**src/rtl/coal_pkg.sv**
```systemverilog
package coal_pkg;
    typedef enum logic [1:0] {
        ST_IDLE  = 2'd0,
        ST_ISSUE = 2'd1,
        ST_DONE  = 2'd2
    } coal_state_e;
endpackage

```
**src/rtl/coal_lane_store.sv**
```systemverilog
module coal_lane_store #(
    parameter int LANES      = 32,
    parameter int ADDR_W     = 32,
    parameter int LINE_SHIFT = 7,
    localparam int LINE_W    = ADDR_W - LINE_SHIFT
) (
    input  logic                     clk,
    input  logic                     rst_n,
    input  logic                     load_en,
    input  logic [LANES-1:0]         load_active,
    input  logic [LANES*ADDR_W-1:0]  load_addr,
    input  logic                     clear_en,
    input  logic [LANES-1:0]         clear_mask,
    output logic [LANES-1:0]         pending,
    output logic [LANES*LINE_W-1:0]  lines
);
    logic [LANES*LINE_SHIFT-1:0] offs_unused;
    logic                        unused_offs;

    // Pending set: loaded from the active bits, shrunk by each served mask
    always_ff @(posedge clk or negedge rst_n) begin
        if (!rst_n)
            pending <= '0;
        else if (load_en)
            pending <= load_active;
        else if (clear_en)
            pending <= pending & ~clear_mask;
    end

    for (genvar g = 0; g < LANES; g++) begin : g_lane
        assign offs_unused[g*LINE_SHIFT +: LINE_SHIFT] =
            load_addr[g*ADDR_W +: LINE_SHIFT];

        // Only the line part of each address is kept
        always_ff @(posedge clk or negedge rst_n) begin
            if (!rst_n)
                lines[g*LINE_W +: LINE_W] <= '0;
            else if (load_en)
                lines[g*LINE_W +: LINE_W] <= load_addr[g*ADDR_W+LINE_SHIFT +: LINE_W];
        end
    end

    assign unused_offs = ^offs_unused;

    // Served lanes must have been pending
    AST_CLEAR_SUBSET: assert property (@(posedge clk) disable iff (!rst_n)
        clear_en && !load_en |-> (clear_mask & ~pending) == '0);
endmodule

```
**src/rtl/coal_leader.sv**
```systemverilog
module coal_leader #(
    parameter int LANES   = 32,
    localparam int IDX_W  = $clog2(LANES)
) (
    input  logic [LANES-1:0] pending,
    output logic             found,
    output logic [IDX_W-1:0] idx
);
    // Lowest-numbered pending lane wins
    always_comb begin
        found = |pending;
        idx   = '0;
        for (int i = LANES - 1; i >= 0; i--) begin
            if (pending[i])
                idx = IDX_W'(i);
        end
    end
endmodule

```
**src/rtl/coal_match.sv**
```systemverilog
module coal_match #(
    parameter int LANES   = 32,
    parameter int LINE_W  = 25,
    localparam int IDX_W  = $clog2(LANES)
) (
    input  logic [LANES*LINE_W-1:0] lines,
    input  logic [LANES-1:0]        pending,
    input  logic [IDX_W-1:0]        idx,
    output logic [LINE_W-1:0]       leader_line,
    output logic [LANES-1:0]        mask
);
    assign leader_line = lines[idx*LINE_W +: LINE_W];

    for (genvar g = 0; g < LANES; g++) begin : g_cmp
        assign mask[g] = pending[g] && (lines[g*LINE_W +: LINE_W] == leader_line);
    end
endmodule

```
**src/rtl/warp_coalescer.sv**
```systemverilog
module warp_coalescer
    import coal_pkg::*;
#(
    parameter int LANES      = 32,
    parameter int ADDR_W     = 32,
    parameter int LINE_BYTES = 128,
    localparam int LINE_SHIFT = $clog2(LINE_BYTES),
    localparam int LINE_W     = ADDR_W - LINE_SHIFT,
    localparam int IDX_W      = $clog2(LANES)
) (
    input  logic                    clk,
    input  logic                    rst_n,
    input  logic                    req_valid,
    output logic                    req_ready,
    input  logic [LANES-1:0]        req_active,
    input  logic [LANES*ADDR_W-1:0] req_addr,
    output logic                    txn_valid,
    input  logic                    txn_ready,
    output logic [ADDR_W-1:0]       txn_line,
    output logic [LANES-1:0]        txn_mask,
    output logic                    done
);
    coal_state_e state_q, state_d;

    logic                    accept;
    logic                    fire;
    logic [LANES-1:0]        pending;
    logic [LANES*LINE_W-1:0] lines;
    logic                    found;
    logic [IDX_W-1:0]        lead_idx;
    logic [LINE_W-1:0]       lead_line;
    logic [LANES-1:0]        match_mask;
    logic                    last_txn;

    assign accept   = (state_q == ST_IDLE) && req_valid;
    assign fire     = txn_valid && txn_ready;
    assign last_txn = (pending & ~match_mask) == '0;

    coal_lane_store #(
        .LANES(LANES), .ADDR_W(ADDR_W), .LINE_SHIFT(LINE_SHIFT)
    ) u_store (
        .clk(clk), .rst_n(rst_n),
        .load_en(accept), .load_active(req_active), .load_addr(req_addr),
        .clear_en(fire), .clear_mask(match_mask),
        .pending(pending), .lines(lines)
    );

    coal_leader #(.LANES(LANES)) u_leader (
        .pending(pending), .found(found), .idx(lead_idx)
    );

    coal_match #(.LANES(LANES), .LINE_W(LINE_W)) u_match (
        .lines(lines), .pending(pending), .idx(lead_idx),
        .leader_line(lead_line), .mask(match_mask)
    );

    // State register
    always_ff @(posedge clk or negedge rst_n) begin
        if (!rst_n)
            state_q <= ST_IDLE;
        else
            state_q <= state_d;
    end

    // Transitions
    always_comb begin
        state_d = state_q;
        unique case (state_q)
            ST_IDLE:  if (accept) state_d = (|req_active) ? ST_ISSUE : ST_DONE;
            ST_ISSUE: if (fire && last_txn) state_d = ST_DONE;
            ST_DONE:  state_d = ST_IDLE;
            default:  state_d = ST_IDLE;
        endcase
    end

    // Outputs
    always_comb begin
        req_ready = 1'b0;
        txn_valid = 1'b0;
        done      = 1'b0;
        unique case (state_q)
            ST_IDLE:  req_ready = 1'b1;
            ST_ISSUE: txn_valid = 1'b1;
            ST_DONE:  done      = 1'b1;
            default:  req_ready = 1'b0;
        endcase
    end

    assign txn_line = {lead_line, {LINE_SHIFT{1'b0}}};
    assign txn_mask = match_mask;

    AST_ISSUE_HAS_WORK: assert property (@(posedge clk) disable iff (!rst_n)
        txn_valid |-> found && txn_mask != '0);
    AST_LINE_ALIGNED: assert property (@(posedge clk) disable iff (!rst_n)
        txn_valid |-> txn_line[LINE_SHIFT-1:0] == '0);
    AST_HOLD_STABLE: assert property (@(posedge clk) disable iff (!rst_n)
        txn_valid && !txn_ready |=> txn_valid && $stable(txn_line) && $stable(txn_mask));
    AST_DONE_PULSE: assert property (@(posedge clk) disable iff (!rst_n)
        done |=> !done && req_ready);
    AST_BUSY_NOT_READY: assert property (@(posedge clk) disable iff (!rst_n)
        (txn_valid || done) |-> !req_ready);
    AST_LAST_THEN_DONE: assert property (@(posedge clk) disable iff (!rst_n)
        fire && last_txn |=> done && !txn_valid);
    AST_EMPTY_DONE: assert property (@(posedge clk) disable iff (!rst_n)
        accept && req_active == '0 |=> done && !txn_valid);
endmodule

```
**config.mk**
```make
export PLATFORM = sky130hd
export DESIGN_NAME = warp_coalescer
export DESIGN_NICKNAME = d
export VERILOG_FILES = /design/src/rtl/coal_pkg.sv /design/src/rtl/coal_lane_store.sv /design/src/rtl/coal_leader.sv /design/src/rtl/coal_match.sv /design/src/rtl/warp_coalescer.sv
export SDC_FILE = /design/constraint.sdc
export NUM_CORES = 2
export LEC_CHECK = 0
export ABC_AREA = 1
export ABC_CLOCK_PERIOD_IN_PS = 5500
export CAP_MARGIN = 0
export CORE_ASPECT_RATIO = 0.7
export CORE_MARGIN = 2
export CORE_UTILIZATION = 31
export CTS_CLUSTER_SIZE = 12
export DETAILED_ROUTE_END_ITERATION = 10
export PLACE_DENSITY = 0.64
export SLEW_MARGIN = 10
export SYNTH_ARGS = -nofsm -noshare
export SYNTH_HDL_FRONTEND = slang
export SYNTH_SLANG_ARGS = --single-unit
```
**constraint.sdc**
```tcl
create_clock -name clk -period 5.5 [get_ports clk]
set_input_delay 0.55 -clock clk [delete_from_list [all_inputs] [get_ports clk]]
set_output_delay 0.55 -clock clk [all_outputs]
set_load 0.01 [all_outputs]
```
==> key figures <==
CTS
  • Root buf cell: clkbuf_16
  • Longest Clk Path Bufs: 3
  • CTS clk-pin slew, worst paths: 0.07 ns
  • H-tree levels: 3
  • Clock Latency Late Sink: 0.78 ns
  • CTS Buf Count: 95
  • Clock sinks: 834
  • CTS tree: yes

Drt
  • DR DRC count: 0
  • 1st-pass router iterations: 6
  • Met3 wire len: 45,700 um
  • Max Used Layer: met5
  • Antenna viol nets, final: 0
  • Routed WL: 328,000 um
  • Starting DRC count in detailed routing: 8,570
  • Met2 Wirelength: 127,000 um
  • Via count: 60.6k
  • DRT met1 WL: 139,000 um
  • Via-to-Cell Ratio: 5.41
  • WL/cell: 29.3 um

Yosys
  • Most area-consuming cells after synthesis: dfrtp_1 40%, nand2_1 23%, nand3_1 12%
  • Synth Area in XOR/XNOR: 0.0754
  • Share of the synthesized area in the top cell type: 0.400
  • Synth Area in Compound Gates: 0.0432
  • Synth warnings: 0
  • Register bit total from synthesis: 834
  • Post-synthesis instance area: 52,200 sq um
  • Main combinational cell family by area after synthesis: simple AND/OR/NAND/NOR gates
  • Post-synth top area cell: dfrtp_1
  • Syn_area_per_cell: 6.81 sq um
  • Synth Instances: 7,664
  • Yosys cell types: 35
  • Post-Synth Simple-Gate Area: 0.408
  • Post-synthesis mux area share: 0
  • Synth Area in Adders: 0
  • Sequential area share after synthesis: 0.400

Floorplan
  • Boundary pin count: 1,127
  • Initial Util: 0.313
  • Chip width: 494 um
  • Die area: 172,000 sq um
  • Die Ht: 347 um
  • Core area: 167,000 sq um
  • Num rows: 125

Critical path
  • Setup Crit Path Kind: reg -> out
  • Crit path required time: 4.95 ns
  • Crit-path max cell delay: 0.40 ns
  • CP max FO: 8
  • Crit path top cell by count: nand2_1
  • CP max-delay cell: dfrtp_1
  • CP endpoint kind: output port
  • Crit path DAT: 5.93 ns
  • Startpoint types: flip-flop

Timing
  • Worst Tran Pin Value: 1.07 ns
  • Min cycle time layout: 6.48 ns
  • Final setup margin: -0.975 ns
  • Slew HR: 0.288
  • Period utilization: 1.18
  • Final setup violation count: 37
  • Final Skew: 0.0447 ns
  • Final hold violation count: 0
  • RSZ-0062 raised after global routing: yes
  • Achievable frequency: 0.154 GHz
  • Slew Viols, Final: 0

Final layout
  • Filler cells: 16.8k
  • Finished Layout Cells: 11.2k
  • Post-layout net count: 9,925
  • P&R area growth vs syn: 46.0%
  • Share of post-route cells with drive strength above 1: 0.166

Global route
  • Vias in the first global route: 55.5k
  • GRT Total Usage: 0.362
  • Antenna violations before repair: 113
  • Global route overflow: 0
  • Global-route wire length before repair: 440,000 um
  • Largest net degree at the start of global routing: 184

Place
  • IO buf count: 895
  • Post-DP HPWL: 255,000 um
  • Routability Congestion: 1.04
  • Placed Cells: 10.9k

Outcome
  • Failing checks: negative setup slack
  • Status: finished, violations left

Worst hold path
  • Hold WC Path Type: in -> reg

Flow run
  • Max cap viols: 0
==> cell families (layout without fill, tap and decap cells) <==
group / after synthesis / count (layout)
xor gates and xnor gates: 449 / 449
buffers and inverters: 853 / 2121
AOI/OAI and AO/OA: 434 / 434
other: 1 / 60
DFF: 834 / 834
and+or+nand+nor: 5093 / 5096
==> final timing paths <==
check                                      to                 from  depth (start not counted)  slack [ns]
max                              txn_mask[30]  u_store.pending[29]                         49       -0.98
min                         u_store.lines[16]         req_addr[23]                          3        0.32
max reg2reg                        state_q[0]  u_store.pending[29]                         55       -0.12
min reg2reg                  u_store.lines[9]     u_store.lines[9]                          2        0.49
max in group asynchronous  u_store.lines[366]                rst_n                          3        3.35
min in group asynchronous  u_store.lines[123]                rst_n                          2        0.46
==> state kept, by name, indices dropped and copies added, names as in the netlist <==
register,flops
state_q,2
u_store.lines,800
u_store.pending,32
==> layer usage <==
layer,vias up,GRT usage
met4,86,0.142
met1,29500,0.515
met3,586,0.143
met5,-,0
met2,3669,0.483
li1,26800,-
==> per-stage QoR <==
step / setup TNS [ns] / setup WS [ns] / area (sq um) / hold WS, ns / util
floorplan: 0 / 1.26 / 52200 / 0.254 / -
detailed placement: -8.28 / -0.583 / 67200 / 0.467 / 0.403
CTS: -28.74 / -1.02 / 71500 / 0.283 / 0.429
global route: -49.55 / -1.33 / 76100 / 0.309 / 0.457
finish: -26.13 / -0.975 / 76200 / 0.316 / 0.457
global placement: -12.36 / -0.717 / 67200 / 0.468 / 0.403
==> cell usage after synthesis, drive strengths merged <==
cell and number:
nand3 1301, a31oi 1, o2111ai 1, o211ai 8, clkbuf 286, a311oi 1
xnor2 101, o31ai 1, a21oi 48, xor2 348, nand2 3275, dfrtp 834
nor4 10, nand4 12, o22ai 27, or2 1, conb 1, clkinv 1
nor3 10, o21ai 345, nand3b 46, inv 358, o21bai 2, buf 208
nor2 438
==> critical path, delay by kind of cell, from the launching register on <==
| kind | cells | cell delay (ns) |
|---|---|---|
| AND/OR/NAND/NOR | 41 | 3.70 |
| buffers and inverters | 8 | 1.05 |
| flip-flops | 1 | 0.40 |
==> area by class of cell <==
cell class,instances,area [sq um],share of cell area
antenna,53,133,0.00174
sequential,834,20900,0.274
multi-input combinational,5986,30700,0.403
clock inverter,38,578,0.00759
inverter,359,1390,0.0183
timing repair buffer,1589,16900,0.222
clock buffer,135,2790,0.0366
tap,2222,2780,0.0365
==> timing repair <==
item,4_1_cts,5_1_grt
hold buffers,1,0
pin swaps,9,201
cloned,4,22
gates resized for setup,186,800
endpoints found under the setup margin,58,89
buffers inserted,16,83
hold endpoints to repair,81,0
==> layout by cell type (no fill, tap or decap), types with 221 or more instances in the layout <==
cell type,n
xor2_1,347
clkdlybuf4s50_1,838
nand3_1,989
o21ai_0,326
nor2_1,319
dfrtp_1,834
buf_4,437
nand2_1,3184
nand3_2,221
inv_1,340
Power is left out: the tool's default activity adds up to more than one toggle a clock period on the data nets, which glitch-free logic cannot reach.
